<file path="config.mk">
export PLATFORM = sky130hd
export DESIGN_NAME = mode_ptr_regs
export DESIGN_NICKNAME = d
export VERILOG_FILES = /design/src/rtl/mrp_pkg.sv /design/src/rtl/mrp_decode.sv /design/src/rtl/mrp_ptr.sv /design/src/rtl/mrp_regs.sv /design/src/rtl/mode_ptr_regs.sv
export SDC_FILE = /design/constraint.sdc
export NUM_CORES = 1
export LEC_CHECK = 0
export BUFFER_PORTS_ARGS = -buffer_cell sky130_fd_sc_hd__buf_4
export CORE_MARGIN = 4
export CORE_UTILIZATION = 40
export DETAILED_ROUTE_END_ITERATION = 10
export PLACE_DENSITY_LB_ADDON = 0.3
export SYNTH_ARGS = -nofsm -noshare
export SYNTH_HDL_FRONTEND = slang
export SYNTH_SLANG_ARGS = --single-unit
</file>
<file path="constraint.sdc">
create_clock -name clk -period 1.2 [get_ports clk]
set_input_delay 0.36 -clock clk [delete_from_list [all_inputs] [get_ports clk]]
set_output_delay 0.36 -clock clk [all_outputs]
set_load 0.02 [all_outputs]
</file>
<file path="src/rtl/mrp_pkg.sv">
package mrp_pkg;
    localparam int DATA_W = 8;
    localparam int NIB_W  = 4;

    typedef enum logic {
        PTR_MR1 = 1'b0,
        PTR_MR2 = 1'b1
    } mode_ptr_e;

    typedef struct packed {
        logic hit_mode;
        logic hit_clk;
        logic hit_cmd;
        logic rd;
        logic wr;
    } bus_dec_t;

    typedef struct packed {
        logic [DATA_W-1:0] mr1;
        logic [DATA_W-1:0] mr2;
        logic [DATA_W-1:0] csr;
        logic [DATA_W-1:0] rdata;
    } regs_t;

    typedef struct packed {
        mode_ptr_e ptr;
    } ptr_state_t;
endpackage

</file>
<file path="src/rtl/mrp_decode.sv">
module mrp_decode #(
    parameter int ADDR_W    = 2,
    parameter int MODE_ADDR = 0,
    parameter int CLK_ADDR  = 1,
    parameter int CMD_ADDR  = 2
) (
    input  logic              sel_i,
    input  logic              we_i,
    input  logic [ADDR_W-1:0] addr_i,
    output mrp_pkg::bus_dec_t dec_o
);
    localparam logic [ADDR_W-1:0] MODE_A = ADDR_W'(MODE_ADDR);
    localparam logic [ADDR_W-1:0] CLK_A  = ADDR_W'(CLK_ADDR);
    localparam logic [ADDR_W-1:0] CMD_A  = ADDR_W'(CMD_ADDR);

    always_comb begin
        dec_o          = '0;
        dec_o.rd       = sel_i && !we_i;
        dec_o.wr       = sel_i && we_i;
        dec_o.hit_mode = sel_i && (addr_i == MODE_A);
        dec_o.hit_clk  = sel_i && (addr_i == CLK_A);
        dec_o.hit_cmd  = sel_i && (addr_i == CMD_A);
    end

    always_comb begin
        if (!sel_i) begin
            a_r9_no_hit_idle: assert (!(dec_o.hit_mode || dec_o.hit_clk || dec_o.hit_cmd));
        end
        a_dec_onehot: assert ($countones({dec_o.hit_mode, dec_o.hit_clk, dec_o.hit_cmd}) <= 1);
    end
endmodule

</file>
<file path="src/rtl/mrp_ptr.sv">
module mrp_ptr #(
    parameter logic [mrp_pkg::NIB_W-1:0] RST_PTR_CODE = 4'h1
) (
    input  logic                        clk,
    input  logic                        rst_n,
    input  mrp_pkg::bus_dec_t           dec_i,
    input  logic [mrp_pkg::NIB_W-1:0]   cmd_code_i,
    output mrp_pkg::mode_ptr_e          ptr_o
);
    import mrp_pkg::*;

    ptr_state_t st_d, st_q;
    logic       cmd_rst;

    always_comb begin
        st_d    = st_q;
        cmd_rst = dec_i.hit_cmd && dec_i.wr && (cmd_code_i == RST_PTR_CODE);
        if (cmd_rst) begin
            st_d.ptr = PTR_MR1;
        end else if (dec_i.hit_mode && st_q.ptr == PTR_MR1) begin
            st_d.ptr = PTR_MR2;
        end
    end

    always_ff @(posedge clk) begin
        if (!rst_n) st_q <= '{ptr: PTR_MR1};
        else        st_q <= st_d;
    end

    assign ptr_o = st_q.ptr;

    // a mode access from the first register moves the pointer forward
    a_r2_advance: assert property (@(posedge clk) disable iff (!rst_n)
        (dec_i.hit_mode && ptr_o == PTR_MR1) |=> (ptr_o == PTR_MR2));
    // a mode access from the second register keeps it there
    a_r3_hold: assert property (@(posedge clk) disable iff (!rst_n)
        (dec_i.hit_mode && ptr_o == PTR_MR2) |=> (ptr_o == PTR_MR2));
    // the return command brings the pointer back
    a_r4_cmd_return: assert property (@(posedge clk) disable iff (!rst_n)
        (dec_i.hit_cmd && dec_i.wr && cmd_code_i == RST_PTR_CODE) |=> (ptr_o == PTR_MR1));
    // without a mode access or a matching command, the pointer is stable
    a_r5_stable: assert property (@(posedge clk) disable iff (!rst_n)
        (!dec_i.hit_mode && !(dec_i.hit_cmd && dec_i.wr && cmd_code_i == RST_PTR_CODE))
        |=> $stable(ptr_o));
endmodule

</file>
<file path="src/rtl/mrp_regs.sv">
module mrp_regs (
    input  logic                         clk,
    input  logic                         rst_n,
    input  mrp_pkg::bus_dec_t            dec_i,
    input  mrp_pkg::mode_ptr_e           ptr_i,
    input  logic [mrp_pkg::DATA_W-1:0]   wdata_i,
    output logic [mrp_pkg::DATA_W-1:0]   mr1_o,
    output logic [mrp_pkg::DATA_W-1:0]   mr2_o,
    output logic [mrp_pkg::DATA_W-1:0]   csr_o,
    output logic [mrp_pkg::DATA_W-1:0]   rdata_o
);
    import mrp_pkg::*;

    regs_t r_d, r_q;
    logic  sel_mr1, sel_mr2;

    always_comb begin
        r_d     = r_q;
        sel_mr1 = dec_i.hit_mode && (ptr_i == PTR_MR1);
        sel_mr2 = dec_i.hit_mode && (ptr_i == PTR_MR2);
        if (dec_i.wr) begin
            if (sel_mr1)       r_d.mr1 = wdata_i;
            if (sel_mr2)       r_d.mr2 = wdata_i;
            if (dec_i.hit_clk) r_d.csr = wdata_i;
        end
        if (dec_i.rd) begin
            if (sel_mr1)            r_d.rdata = r_q.mr1;
            else if (sel_mr2)       r_d.rdata = r_q.mr2;
            else if (dec_i.hit_clk) r_d.rdata = r_q.csr;
            else                    r_d.rdata = '0;
        end
    end

    always_ff @(posedge clk) begin
        if (!rst_n) r_q <= '0;
        else        r_q <= r_d;
    end

    assign mr1_o   = r_q.mr1;
    assign mr2_o   = r_q.mr2;
    assign csr_o   = r_q.csr;
    assign rdata_o = r_q.rdata;

    // read data holds when no read happens
    a_r8_rdata_hold: assert property (@(posedge clk) disable iff (!rst_n)
        !dec_i.rd |=> $stable(rdata_o));
    // no register moves when no write hits it
    a_r9_regs_stable: assert property (@(posedge clk) disable iff (!rst_n)
        !dec_i.wr |=> ($stable(mr1_o) && $stable(mr2_o) && $stable(csr_o)));
    // a write reaching the second register leaves the first untouched
    a_r3_mr1_untouched: assert property (@(posedge clk) disable iff (!rst_n)
        (dec_i.wr && dec_i.hit_mode && ptr_i == PTR_MR2) |=> $stable(mr1_o));
    // a command write changes no stored register
    a_r5_cmd_no_data: assert property (@(posedge clk) disable iff (!rst_n)
        dec_i.hit_cmd |=> ($stable(mr1_o) && $stable(mr2_o) && $stable(csr_o)));
endmodule

</file>
<file path="src/rtl/mode_ptr_regs.sv">
module mode_ptr_regs #(
    parameter int   ADDR_W       = 2,
    parameter int   MODE_ADDR    = 0,
    parameter int   CLK_ADDR     = 1,
    parameter int   CMD_ADDR     = 2,
    parameter logic [3:0] RST_PTR_CODE = 4'h1
) (
    input  logic              clk,
    input  logic              rst_n,
    input  logic              bus_sel_i,
    input  logic              bus_we_i,
    input  logic [ADDR_W-1:0] bus_addr_i,
    input  logic [7:0]        bus_wdata_i,
    output logic [7:0]        bus_rdata_o,
    output logic [7:0]        mode1_o,
    output logic [7:0]        mode2_o,
    output logic [3:0]        rx_clk_sel_o,
    output logic [3:0]        tx_clk_sel_o,
    output logic              cts_gate_en_o,
    output logic [1:0]        stop_len_o
);
    import mrp_pkg::*;

    localparam int CTS_BIT  = 4;
    localparam int STOP_LSB = 2;

    bus_dec_t          dec;
    mode_ptr_e         ptr;
    logic [DATA_W-1:0] csr;

    mrp_decode #(
        .ADDR_W(ADDR_W), .MODE_ADDR(MODE_ADDR),
        .CLK_ADDR(CLK_ADDR), .CMD_ADDR(CMD_ADDR)
    ) u_dec (
        .sel_i(bus_sel_i), .we_i(bus_we_i), .addr_i(bus_addr_i), .dec_o(dec)
    );

    mrp_ptr #(.RST_PTR_CODE(RST_PTR_CODE)) u_ptr (
        .clk(clk), .rst_n(rst_n), .dec_i(dec),
        .cmd_code_i(bus_wdata_i[DATA_W-1:NIB_W]), .ptr_o(ptr)
    );

    mrp_regs u_regs (
        .clk(clk), .rst_n(rst_n), .dec_i(dec), .ptr_i(ptr),
        .wdata_i(bus_wdata_i), .mr1_o(mode1_o), .mr2_o(mode2_o),
        .csr_o(csr), .rdata_o(bus_rdata_o)
    );

    assign rx_clk_sel_o  = csr[DATA_W-1:NIB_W];
    assign tx_clk_sel_o  = csr[NIB_W-1:0];
    assign cts_gate_en_o = mode2_o[CTS_BIT];
    assign stop_len_o    = mode2_o[STOP_LSB+1:STOP_LSB];

    // one cycle after reset the outputs are cleared
    a_r1_reset_clear: assert property (@(posedge clk)
        !rst_n |=> (mode1_o == '0 && mode2_o == '0 && csr == '0 && bus_rdata_o == '0));
    // a clock-select write is visible on both fields next cycle
    a_r6_clk_fields: assert property (@(posedge clk) disable iff (!rst_n)
        (bus_sel_i && bus_we_i && bus_addr_i == ADDR_W'(CLK_ADDR))
        |=> ({rx_clk_sel_o, tx_clk_sel_o} == $past(bus_wdata_i)));
endmodule

</file>
==> qor.txt, run 1 <==
mean post-synth cell area = 9.52 µm²
Max FO, Critical Path = 3
Int Pwr = 1.71 mW
RD Place Congestion = 0.820
DRT iter0 DRCs = 90
post-route ant nets = 0
Max Clk Rate = 846 MHz
# IOs = 49
reg2reg start = u_ptr.ptr_o
VDD IR max = 0.830 mV
Area Growth Syn to Fin = 39.2%
Tcrit/Tclk final = 98.5%
CTS Buf Count = 5
Gate power share = 12.7%
sequence of cells on the critical path = buf_4
Vias/cell = 5.21
R2R setup slack = 0.05 ns
fraction of layout cells with a size suffix above 1 = 46.9%
vias in the first global route = 1302
critical path capture point type = primary output
Reg-to-Reg End = u_regs.mr1_o[5]
yosys warns = 0
routed vias = 1350
HPWL Detailed = 2.90 mm
min cycle time layout = 1.18 ns
clk slew on worst S/H paths = 0.07 ns
Max Cap Viol = 0
Clock Latency Late Sink = 0.28 ns
Critical Path AT = 0.82 ns
Top delay family on crit path = flip-flops
# clock sinks = 33
status = finished, final reports clean
antenna cell count = 0
initial antenna violation count = 0
max-slew violations = 0
hold_ws = 0.325 ns
Initial Util = 42.9%
setup violators final = 0
Overall Global Routing Usage = 17.9%
slowest CP cell = dfxtp_1
Final Net Count = 227
CTS Buffer Depth = 2
die area = 4720 µm²
WP buf/inv = 1
pin count of the biggest net entering global routing = 42
commonest non-fill, non-tap cells in the layout = 61 x buf_4, 48 x nand2_1, 17 x dfxtp_1, 16 x mux2i_1, 15 x dfxtp_2
CP required = 0.84 ns
TritonCTS clock tree = done
depth of the CTS H-tree = 2
Clk network pwr share = 37.1%
Die Wd = 68.7 µm
global-route wire length before repair = 6.17 mm
Layout Cells excl Fill = 259
routed wire length = 4.05 mm
Hold Path Depth = 3
Setup Skew = 0.00341 ns
Leak = 0.921 nW
unique cell type count in the Yosys netlist = 23
GRT overflow = 0
Routed WL per cell = 15.6 µm
Die Span Y = 68.7 µm
sw frac = 25.1%
Hold EP = u_regs.csr_o[2]
Switch Pwr = 0.572 mW
FP Rows = 21
PortBufs = 48
relative slew slack = 56.1%
dpl cells = 252
Synthesized Nets = 169
Synth Register Bits = 33
drc violations = 0
cell count after synthesis = 155
R2R cell count = 4
worst-margin pin slew = 0.658 ns
HP Start = bus_wdata_i[2]
CP Launch Type = flop
Core ar. = 3440 µm²
commonest non-fill, non-tap cell in the layout = buf_4
WS Path Type = flop to primary output
CP max stage delay = 0.38 ns
sequential area share after synthesis = 44.8%
Final Hold Fails = 0
min-delay worst type = primary input to flop
Seq pwr share = 50.2%
unrepaired setup endpoints after global routing = true
post-synthesis cell area = 1480 µm²
P per Cell Area = 1110 nW/µm²
first drt pass iteration count = 4
clk root buf = clkbuf_8
## flip-flops by register name (all words and copies together), names as in the netlist
| name | cells |
|---|---|
| u_ptr.ptr_o | 1 |
| u_regs.csr_o | 8 |
| u_regs.mr2_o | 8 |
| u_regs.mr1_o | 8 |
| u_regs.rdata_o | 8 |
## power groups by stage
stage | Sequential [mW] | Combinational (mW) | Clock, mW
3_5_place_dp | 1.17 | 0.283 | 0
2_1_floorplan | 1.20 | 0.112 | 0
6_report | 1.15 | 0.289 | 0.847
3_3_place_gp | 1.17 | 0.275 | 0
4_1_cts | 1.15 | 0.284 | 0.857
5_1_grt | 1.15 | 0.311 | 0.902
## cell families after synthesis
kind of cell           share of synthesized area [%]
multiplexers                                    10.9
AO/OA/AOI/OAI                                   18.3
buffers and inverters                           5.26
AND/OR/NAND/NOR                                 20.8
flip-flops                                      44.8
## layer usage
metal	share of wire (%)	up-vias	track usage, %
met5	0	-	0
met4	0.54	0	3.41
met3	8.2	2	6.97
met2	49	47	30.9
met1	42	649	21.0
li1	-	652	-
## metrics by stage
stage / area, µm² / setup WS [ns] / power [mW] / TNS, ns / utilization (%)
2_1_floorplan: 1480 / 0.0457 / 1.31 / 0 / -
3_3_place_gp: 1930 / -0.208 / 1.44 / -4.25 / 56.0
3_5_place_dp: 1930 / -0.234 / 1.45 / -5.27 / 56.0
4_1_cts: 2020 / 0.00339 / 2.29 / 0 / 58.7
5_1_grt: 2050 / -0.00642 / 2.36 / -0.00912 / 59.7
6_report: 2050 / 0.0178 / 2.28 / 0 / 59.7
## Yosys cell counts, drive strengths merged
library cell	number	share of area [%]
a21boi	8	4.1
a21oi	9	3.1
a221oi	8	8.1
and2b	1	0.51
and3b	1	0.59
and4b	1	0.68
and4bb	1	0.85
buf	8	4.2
clkbuf	4	1.0
dfxtp	33	45
mux2i	16	11
nand2	48	12
nand2b	1	0.42
nand3	1	0.68
nand4b	1	0.59
nor2b	1	0.42
nor3b	1	0.85
nor4b	1	1.6
nor4bb	2	1.4
o21ai	9	3.1
## how the worst max path moves through the flow
stage	start	end	slack [ns]	cells after the start
2_1_floorplan	bus_addr_i[1]	u_regs.mr1_o[0]	0.05	4
3_3_place_gp	bus_addr_i[0]	u_regs.rdata_o[2]	-0.21	4
3_5_place_dp	bus_addr_i[0]	u_regs.rdata_o[0]	-0.23	4
4_1_cts	u_regs.csr_o[4]	rx_clk_sel_o[0]	0.003	1
5_1_grt	u_ptr.ptr_o	u_regs.rdata_o[2]	-0.006	3
6_report	u_regs.mr1_o[7]	mode1_o[7]	0.02	1
## area by class of cell
cell class                      count  area [µm²]
Fill cell                         307        1390
Multi-Input combinational cell    110         746
Sequential cell                    33         683
Timing Repair Buffer               63         480
Clock buffer                        7        86.3
Tap cell                           46        57.6
## timing repair
item                       CTS  global route
setup endpoints to repair    9            23
setup buffers                0             0
hold buffers                 0             0
resized for setup            6            17
pin swaps                    0             1
Note: power is estimated with default switching activity, not from simulation.
==> run 2: changes to the inputs <==
==> constraint.sdc (replaced) <==
create_clock -name clk -period 1.2 [get_ports clk]
set_input_delay 0.18 -clock clk [delete_from_list [all_inputs] [get_ports clk]]
set_output_delay 0.18 -clock clk [all_outputs]
set_load 0.02 [all_outputs]
==> run 2 against run 1 <==
Register-to-register slack hardly changed. Global-route usage increased by 0.30 points. Worst setup slack better by 0.023 ns. Cell count decreased by 1.5%. Die area unchanged. Largest cell class unchanged.
==> qor.txt, run 2 (synthesis gave the netlist of run 1 again) <==
max-slew violations = 0
critical path capture point type = flop
post-route ant nets = 0
Max Clk Rate = 862 MHz
CTS Buffer Depth = 2
DRT iter0 DRCs = 48
fraction of layout cells with a size suffix above 1 = 42.6%
# clock sinks = 33
slowest CP cell = dfxtp_2
hold_ws = 0.156 ns
Core ar. = 3440 µm²
TritonCTS clock tree = done
# IOs = 49
commonest non-fill, non-tap cells in the layout = 56 x buf_4, 43 x nand2_1, 32 x dfxtp_1, 16 x mux2i_1, 9 x o21ai_0
CP max stage delay = 0.32 ns
Initial Util = 42.9%
Vias/cell = 5.08
fin area = 2030 µm²
WS Path Type = flop to flop
CP Launch Type = flop
Worst path most repeated cell = buf_6
Leak = 0.923 nW
vias in the first global route = 1294
clk slew on worst S/H paths = 0.07 ns
Int Pwr = 1.65 mW
status = finished, final reports clean
Layout Cells excl Fill = 255
Max FO, Critical Path = 8
unrepaired setup endpoints after global routing = true
sequence of cells on the critical path = buf_6, nor4b_4, buf_6, nand2_4, a21oi_2
Switch Pwr = 0.580 mW
routed vias = 1296
Final Hold Fails = 0
initial antenna violation count = 0
min-delay worst type = primary input to flop
pin count of the biggest net entering global routing = 42
Overall Global Routing Usage = 18.2%
RD Place Congestion = 0.768
setup violators final = 0
drc violations = 0
placed cell area = 1880 µm²
Seq pwr share = 51.3%
Area Growth Syn to Fin = 37.4%
Clk network pwr share = 35.7%
Top delay family on crit path = buffers and inverters
relative slew slack = 53.4%
Die Wd = 68.7 µm
HPWL Detailed = 2.89 mm
WP buf/inv = 2
post-route core utilization = 58.9%
first drt pass iteration count = 4
VDD IR max = 0.737 mV
depth of the CTS H-tree = 2
sw frac = 26.0%
dpl cells = 246
PortBufs = 48
routed wire length = 4.12 mm
Die Span Y = 68.7 µm
GRT overflow = 0
die area = 4720 µm²
P per Cell Area = 1100 nW/µm²
antenna cell count = 0
Final Net Count = 222
Routed WL per cell = 16.2 µm
Max Cap Viol = 0
Critical Path AT = 1.37 ns
CTS Buf Count = 5
Gate power share = 13.0%
min cycle time layout = 1.16 ns
worst-margin pin slew = 0.697 ns
commonest non-fill, non-tap cell in the layout = buf_4
CP required = 1.41 ns
Clock Latency Late Sink = 0.28 ns
global-route wire length before repair = 6.24 mm
clk root buf = clkbuf_8
FP Rows = 21
Setup Skew = 0.00572 ns
Tcrit/Tclk final = 96.6%
CTS hold repair buffers = 0
run 2: area by class of cell:
type                            instances  area [µm²]
Timing Repair Buffer                   58         443
Tap cell                               46        57.6
Sequential cell                        33         662
Clock buffer                            6        72.6
Fill cell                             324        1420
Multi-Input combinational cell        110         782
Clock inverter                          2        10.0
run 2: path summary, 6_finish.rpt:
check                      endpoint  slack, ns       startpoint  depth (start not counted)
setup / recovery  u_regs.rdata_o[6]       0.04      u_ptr.ptr_o                          5
hold / removal      u_regs.csr_o[3]       0.16   bus_wdata_i[3]                          3
hold reg to reg   u_regs.rdata_o[0]       0.48  u_regs.mr1_o[0]                          2
setup reg to reg  u_regs.rdata_o[6]       0.04      u_ptr.ptr_o                          5
run 2: worst register-to-register path: stages, from the launching register on:
cell and delay (ns):
dfxtp_2 0.32, buf_6 0.12, nor4b_4 0.26, buf_6 0.21, nand2_4 0.06, a21oi_2 0.13
run 2: layer usage:
metal	wire length, µm	vias to the layer above	global-route usage, %	share of wire (%)
met1	1810	606	22.2	44
li1	-	643	-	-
met3	274	4	4.38	6.7
met2	2000	43	30.3	48
met5	0	-	0	0
met4	38	0	7.79	0.92
run 2: what timing repair did:
| item | in CTS | in global routing |
|---|---|---|
| setup buffers | 0 | 1 |
| pin swaps | 0 | 7 |
| endpoints found under the setup margin | 8 | 8 |
| resized for setup | 1 | 16 |
run 2: power groups by stage:
stage	combinational [mW]	sequential (mW)	clock (mW)
6_report	0.290	1.15	0.797
3_3_place_gp	0.267	1.17	0
5_1_grt	0.311	1.15	0.845
2_1_floorplan	0.112	1.20	0
4_1_cts	0.276	1.14	0.811
3_5_place_dp	0.274	1.17	0
run 2: metrics by stage:
| stage | setup WS (ns) | power (mW) | setup TNS, ns |
|---|---|---|---|
| 6_report | 0.0404 | 2.23 | 0 |
| 5_1_grt | -0.0327 | 2.31 | -0.0911 |
| 4_1_cts | 0.000652 | 2.23 | 0 |
| 3_5_place_dp | -0.121 | 1.44 | -1.07 |
| 3_3_place_gp | -0.0843 | 1.43 | -0.617 |
| 2_1_floorplan | 0.115 | 1.31 | 0 |
